$ cat config.mk
export PLATFORM = sky130hd
export DESIGN_NAME = instr_trace_ctl
export DESIGN_NICKNAME = d
export VERILOG_FILES = /design/src/rtl/trace_pkg.sv /design/src/rtl/trace_mode_latch.sv /design/src/rtl/trace_decide.sv /design/src/rtl/trace_frame_seq.sv /design/src/rtl/instr_trace_ctl.sv
export SDC_FILE = /design/constraint.sdc
export NUM_CORES = 1
export LEC_CHECK = 0
export ABC_AREA = 1
export ABC_CLOCK_PERIOD_IN_PS = 1900
export BUFFER_PORTS_ARGS = -buffer_cell sky130_fd_sc_hd__buf_4
export CORE_MARGIN = 3
export CORE_UTILIZATION = 40
export CTS_CLUSTER_SIZE = 14
export DETAILED_ROUTE_END_ITERATION = 10
export GPL_ROUTABILITY_DRIVEN = 0
export PLACE_DENSITY = 0.74
export SYNTH_ARGS = -nofsm -noshare
export SYNTH_HDL_FRONTEND = slang
export SYNTH_SLANG_ARGS = --single-unit
$ cat constraint.sdc
create_clock -name clk_i -period 1.9 [get_ports clk_i]
set_input_delay 0.38 -clock clk_i [delete_from_list [all_inputs] [get_ports clk_i]]
set_output_delay 0.38 -clock clk_i [all_outputs]
set_load 0.01 [all_outputs]
$ cat src/rtl/trace_pkg.sv
package trace_pkg;
  typedef enum logic [1:0] {
    TM_OFF  = 2'b00,
    TM_FLOW = 2'b01,
    TM_STEP = 2'b10,
    TM_RSVD = 2'b11
  } trace_mode_e;

  localparam logic [3:0] FRAME_FMT = 4'h2;
  localparam int unsigned TRACE_VEC = 9;
endpackage

$ cat src/rtl/trace_mode_latch.sv
module trace_mode_latch
  import trace_pkg::*;
(
  input  logic        clk_i,
  input  logic        rst_ni,
  input  logic        start_i,
  input  logic [1:0]  mode_i,
  output trace_mode_e mode_o,
  output logic        rsvd_seen_o
);
  trace_mode_e mode_q;
  logic        rsvd_q;

  always_ff @(posedge clk_i or negedge rst_ni) begin
    if (!rst_ni) begin
      mode_q <= TM_OFF;
      rsvd_q <= 1'b0;
    end else if (start_i) begin
      mode_q <= trace_mode_e'(mode_i);
      if (trace_mode_e'(mode_i) == TM_RSVD) rsvd_q <= 1'b1;
    end
  end

  assign mode_o      = mode_q;
  assign rsvd_seen_o = rsvd_q;
endmodule

$ cat src/rtl/trace_decide.sv
module trace_decide
  import trace_pkg::*;
(
  input  trace_mode_e mode_i,
  input  logic        retired_i,
  input  logic        flow_break_i,
  input  logic        irq_i,
  input  logic        bad_op_i,
  output logic        fire_o
);
  logic executed;

  assign executed = retired_i & ~irq_i & ~bad_op_i;

  always_comb begin
    unique case (mode_i)
      TM_STEP: fire_o = executed;
      TM_FLOW: fire_o = executed & flow_break_i;
      default: fire_o = 1'b0; // off and reserved
    endcase
  end
endmodule

$ cat src/rtl/trace_frame_seq.sv
module trace_frame_seq
  import trace_pkg::*;
#(
  parameter int unsigned ADDR_W = 32,
  parameter int unsigned WORD_W = 16
) (
  input  logic              clk_i,
  input  logic              rst_ni,
  input  logic              load_i,
  input  logic [ADDR_W-1:0] addr_i,
  input  logic [ADDR_W-1:0] pc_i,
  input  logic [WORD_W-1:0] sr_i,
  output logic              busy_o,
  output logic              valid_o,
  input  logic              ready_i,
  output logic [WORD_W-1:0] data_o,
  output logic              done_o
);
  localparam int unsigned AW_WORDS = ADDR_W / WORD_W;
  localparam int unsigned N_WORDS  = 2 * AW_WORDS + 2;
  localparam int unsigned IDX_W    = $clog2(N_WORDS);
  localparam logic [IDX_W-1:0] LAST_IDX = IDX_W'(N_WORDS - 1);
  localparam logic [WORD_W-1:0] VEC_WORD = {FRAME_FMT, (WORD_W-4)'(TRACE_VEC * 4)};

  logic [WORD_W-1:0] frame_d [N_WORDS];
  logic [WORD_W-1:0] frame_q [N_WORDS];
  logic [IDX_W-1:0]  idx_q;
  logic              busy_q;
  logic              done_q;

  // address words high first, then vector word, PC words high first, SR last
  for (genvar i = 0; i < AW_WORDS; i++) begin : g_addr_words
    assign frame_d[i]              = addr_i[ADDR_W-1-i*WORD_W -: WORD_W];
    assign frame_d[AW_WORDS+1+i]   = pc_i[ADDR_W-1-i*WORD_W -: WORD_W];
  end
  assign frame_d[AW_WORDS]  = VEC_WORD;
  assign frame_d[N_WORDS-1] = sr_i;

  always_ff @(posedge clk_i or negedge rst_ni) begin
    if (!rst_ni) begin
      busy_q <= 1'b0;
      done_q <= 1'b0;
      idx_q  <= '0;
      for (int k = 0; k < N_WORDS; k++) frame_q[k] <= '0;
    end else begin
      done_q <= 1'b0;
      if (!busy_q) begin
        if (load_i) begin
          for (int k = 0; k < N_WORDS; k++) frame_q[k] <= frame_d[k];
          busy_q <= 1'b1;
          idx_q  <= '0;
        end
      end else if (ready_i) begin
        if (idx_q == LAST_IDX) begin
          busy_q <= 1'b0;
          done_q <= 1'b1;
          idx_q  <= '0;
        end else begin
          idx_q <= idx_q + 1'b1;
        end
      end
    end
  end

  assign busy_o  = busy_q;
  assign valid_o = busy_q;
  assign data_o  = frame_q[idx_q];
  assign done_o  = done_q;
endmodule

$ cat src/rtl/instr_trace_ctl.sv
module instr_trace_ctl
  import trace_pkg::*;
#(
  parameter int unsigned ADDR_W = 32,
  parameter int unsigned WORD_W = 16
) (
  input  logic              clk_i,
  input  logic              rst_ni,
  input  logic              instr_start_i,
  input  logic [1:0]        trace_mode_i,
  input  logic              instr_end_i,
  input  logic              retired_i,
  input  logic              flow_break_i,
  input  logic              irq_taken_i,
  input  logic              bad_opcode_i,
  input  logic [ADDR_W-1:0] instr_addr_i,
  input  logic [ADDR_W-1:0] next_pc_i,
  input  logic [WORD_W-1:0] status_i,
  output logic              trace_req_o,
  output logic              stall_o,
  output logic              push_valid_o,
  output logic [WORD_W-1:0] push_data_o,
  input  logic              push_ready_i,
  output logic              push_done_o,
  output logic              rsvd_mode_o
);
  trace_mode_e mode_q;
  logic        fire;
  logic        busy;
  logic        accept;
  logic        req_q;

  trace_mode_latch i_mode (
    .clk_i      (clk_i),
    .rst_ni     (rst_ni),
    .start_i    (instr_start_i),
    .mode_i     (trace_mode_i),
    .mode_o     (mode_q),
    .rsvd_seen_o(rsvd_mode_o)
  );

  trace_decide i_decide (
    .mode_i      (mode_q),
    .retired_i   (retired_i),
    .flow_break_i(flow_break_i),
    .irq_i       (irq_taken_i),
    .bad_op_i    (bad_opcode_i),
    .fire_o      (fire)
  );

  // own exception in flight masks further traces
  assign accept = instr_end_i & fire & ~busy;

  trace_frame_seq #(.ADDR_W(ADDR_W), .WORD_W(WORD_W)) i_frame (
    .clk_i  (clk_i),
    .rst_ni (rst_ni),
    .load_i (accept),
    .addr_i (instr_addr_i),
    .pc_i   (next_pc_i),
    .sr_i   (status_i),
    .busy_o (busy),
    .valid_o(push_valid_o),
    .ready_i(push_ready_i),
    .data_o (push_data_o),
    .done_o (push_done_o)
  );

  always_ff @(posedge clk_i or negedge rst_ni) begin
    if (!rst_ni) req_q <= 1'b0;
    else         req_q <= accept;
  end

  assign trace_req_o = req_q;
  assign stall_o     = busy;
endmodule

==> impl_metrics.py <==
metrics = {
    "run_status": {
        "status": "complete, but fails checks",
        "violations": "negative setup slack",
    },
    "floorplanning": {
        "die_y_um": 109.0,
        "num_io_pins": 112,
        "floorplan.rows": 36,
        "fp.dieW_um": 109.0,
        "dieArea_mm2": 0.01188,
        "initial_core_util_pct": 42.24,
        "coreArea_mm2": 0.01004,
    },
    "global_routing": {
        "antenna_found_initial": 0,
        "grt.met1_usage_pct": 28.10,
        "grt-ovfl-total": 0,
        "top_usage_layer": "met2",
        "grt_use_met2_pct": 31.71,
        "use_met3_pct": 4.973,
        "grt_usage_pct": 21.32,
        "grt_pass1_wl_mm": 19.20,
        "grt_pass1_vias": 3912,
        "grt_start_max_net_pins": 73,
    },
    "synthesis": {
        "yosys_warnings": 0,
        "yosysUniqueCellTypes": 22,
        "ys_ff_latch": 90,
        "synthCells": 543,
        "syn-mean-instance-area_um2": 7.814,
        "mappedNetlistNets": 636,
        "netlist_area_mm2": 0.004243,
        "synth_seq_area_share_pct": 53.08,
    },
    "detailed_routing": {
        "viasPerCell": 5.036,
        "post-route-drc-count": 0,
        "drt_wl_total_mm": 12.63,
        "drtIter0Drc": 336,
        "via_count": 4004,
        "ant_nets": 0,
        "dr.pass1.iters": 5,
        "routedWlPerCell_um": 15.89,
    },
    "timing": {
        "min_period_over_period_pct": 106.8,
        "worstMarginPinSlew_ns": 0.5421,
        "slew_headroom_pct": 63.86,
        "drv_slew": 0,
        "fmax_ghz": 0.4927,
        "clock_skew_ns": 0.01004,
        "final-setup-viol-count": 16,
        "tns_ns": -1.542,
        "setup_ws_ns": -0.1297,
        "period_needed_ns": 2.030,
        "rsz0062_at_grt": "true",
        "final-hold-violation-count": 0,
    },
    "placement": {
        "io_buffers": 111,
        "dp_hpwl_mm": 8.943,
    },
    "worst_setup_path": {
        "crit_chain": "clkinv_4, clkbuf_16, nand2_2, nand3_2, o21ai_1, nand2_1, nand2_1, buf_4",
        "path_buf_inv": 3,
        "crit_fanout": 5,
        "cpMostUsedCell": "nand2_1",
        "start_kind": "register",
        "cp_data_arrival_time_ns": 1.65,
        "crit_family": "flip-flops",
        "required_ns": 1.52,
        "critPathCaptureType": "output port",
        "slowest_stage": "dfrtp_2",
        "critical_path_class": "register to output port",
        "cpPeakStageDelay_ns": 0.46,
    },
    "clock_tree": {
        "cts_sinks": 90,
        "cts_tree": "built",
        "clockBufferDepth": 2,
        "h-tree-depth": 3,
        "clkTransAtPathRegs_ns": 0.09,
        "clkLatencyLatePin_ns": 0.37,
        "numCtsBuffers": 9,
        "cts_root_buffer": "clkbuf_8",
    },
    "finish": {
        "area_growth_pct": 36.86,
        "nets": 750,
        "n_antenna_cell": 0,
        "drive_gt1_share_pct": 30.36,
        "final_core_util_pct": 57.81,
    },
    "pwr": {
        "irDropWorstVdd_uv": 565.5,
        "p_leak_nw": 3.040,
        "pwr_density_cell_mw_per_mm2": 1460,
    },
    "run": {
        "cap_violations": 0,
    },
    "worst_hold_path": {
        "hp-class": "primary input to register",
    },
}
==> worst register-to-register path, delay by kind of cell (launching register included) <==
family / cells / cell delay, ns
simple gates: 3 / 0.44
flops: 1 / 0.36
buf+inv: 2 / 0.35
fa+ha+maj: 1 / 0.28
compound gates: 1 / 0.17
==> power breakdown <==
group / switching [mW] / internal (mW)
combinational: 2.43 / 1.86
clock: 0.701 / 0.644
sequential: 0.285 / 2.56
==> metrics by stage <==
| step | setup WS, ns | cells | hold slack (ns) | total power [mW] | cell area, um2 |
|---|---|---|---|---|---|
| global placement | 0.2233 | 772 | 0.3921 | 6.115 | 5240 |
| global route | -0.1841 | 795 | 0.2009 | 8.982 | 5807 |
| CTS | -0.08955 | 793 | 0.1868 | 7.834 | 5593 |
| detailed placement | 0.1826 | 772 | 0.4015 | 6.187 | 5240 |
| finish | -0.1297 | 795 | 0.2070 | 8.481 | 5807 |
| floorplan | 0.3738 | 543 | 0.08441 | 4.620 | 4243 |
==> cells by family after synthesis <==
logic type / synth area share [%]
adder cells (fa/ha/maj): 0.5897
flip-flops: 53.08
buffers and inverters: 10.76
AND/OR/NAND/NOR: 22.21
AO/OA/AOI/OAI: 13.36
==> Yosys cell counts, drive strengths merged <==
master	count	area (um2)
nand2	204	765.7
o21ai	93	465.5
dfrtp	90	2252
inv	70	262.8
nand3	27	135.1
buf	21	156.4
a21oi	17	85.08
clkbuf	9	33.78
nor2	5	28.78
ha	2	25.02
a31o	1	8.760
clkinv	1	3.750
nand4	1	6.260
o21bai	1	7.510
or2	1	6.260
==> cells in the final DEF (no fill, tap or decap), types with 2 or more instances in the layout <==
cell type / instances
dfrtp_2: 2
nand2_4: 3
buf_12: 6
nand2_2: 20
ha_1: 2
o21ai_0: 26
nor2_1: 3
buf_4: 108
nand3_4: 2
buf_6: 14
dfrtp_1: 88
o21ai_2: 3
nand2_1: 181
clkinv_2: 3
inv_1: 68
clkbuf_8: 10
a21oi_1: 15
nand3_1: 11
nand3_2: 14
o21ai_1: 64
clkbuf_16: 2
clkinvlp_4: 2
==> flip-flops by register name (all words and copies together), names as in the netlist <==
name and count:
i_frame.frame_q 81, i_frame.idx_q 3, i_mode.mode_o 2, i_frame.busy_o 1
i_frame.done_o 1, i_mode.rsvd_seen_o 1, trace_req_o 1
==> layer usage <==
metal,routed length (um),up-vias
met5,0,-
met1,5103,1837
li1,-,1924
met2,5866,202
met3,1012,41
met4,650,0
==> worst paths after layout <==
kind / start / end / slack (ns) / cells after the start
min in group asynchronous: rst_ni / i_frame.frame_q[89] / 0.52 / 2
worst min register to register: i_frame.frame_q[26] / i_frame.frame_q[26] / 0.48 / 2
worst max register to register: i_mode.mode_o[0] / i_frame.frame_q[7] / 0.16 / 7
max in group asynchronous: rst_ni / i_frame.frame_q[11] / 0.80 / 3
worst min-delay path: next_pc_i[18] / i_frame.frame_q[34] / 0.21 / 3
worst max-delay path: i_frame.idx_q[0] / push_data_o[15] / -0.13 / 8
==> final cells by class <==
type                       instances  area [um2]
clock buffer                      10       137.6
clock inverter                     6       63.81
fill                             870        4238
inverter                          71       272.8
multi-input combinational        352        1728
sequential                        90        2255
tap                              133       166.4
timing repair buffer             133        1184
==> repair_timing <==
item,CTS,global route
gates cloned,2,2
buffers inserted,2,0
setup endpoints to repair,16,16
resized for setup,28,62
hold endpoints to repair,25,0
hold buffers,1,0
Note: power is estimated with default switching activity, not from simulation.
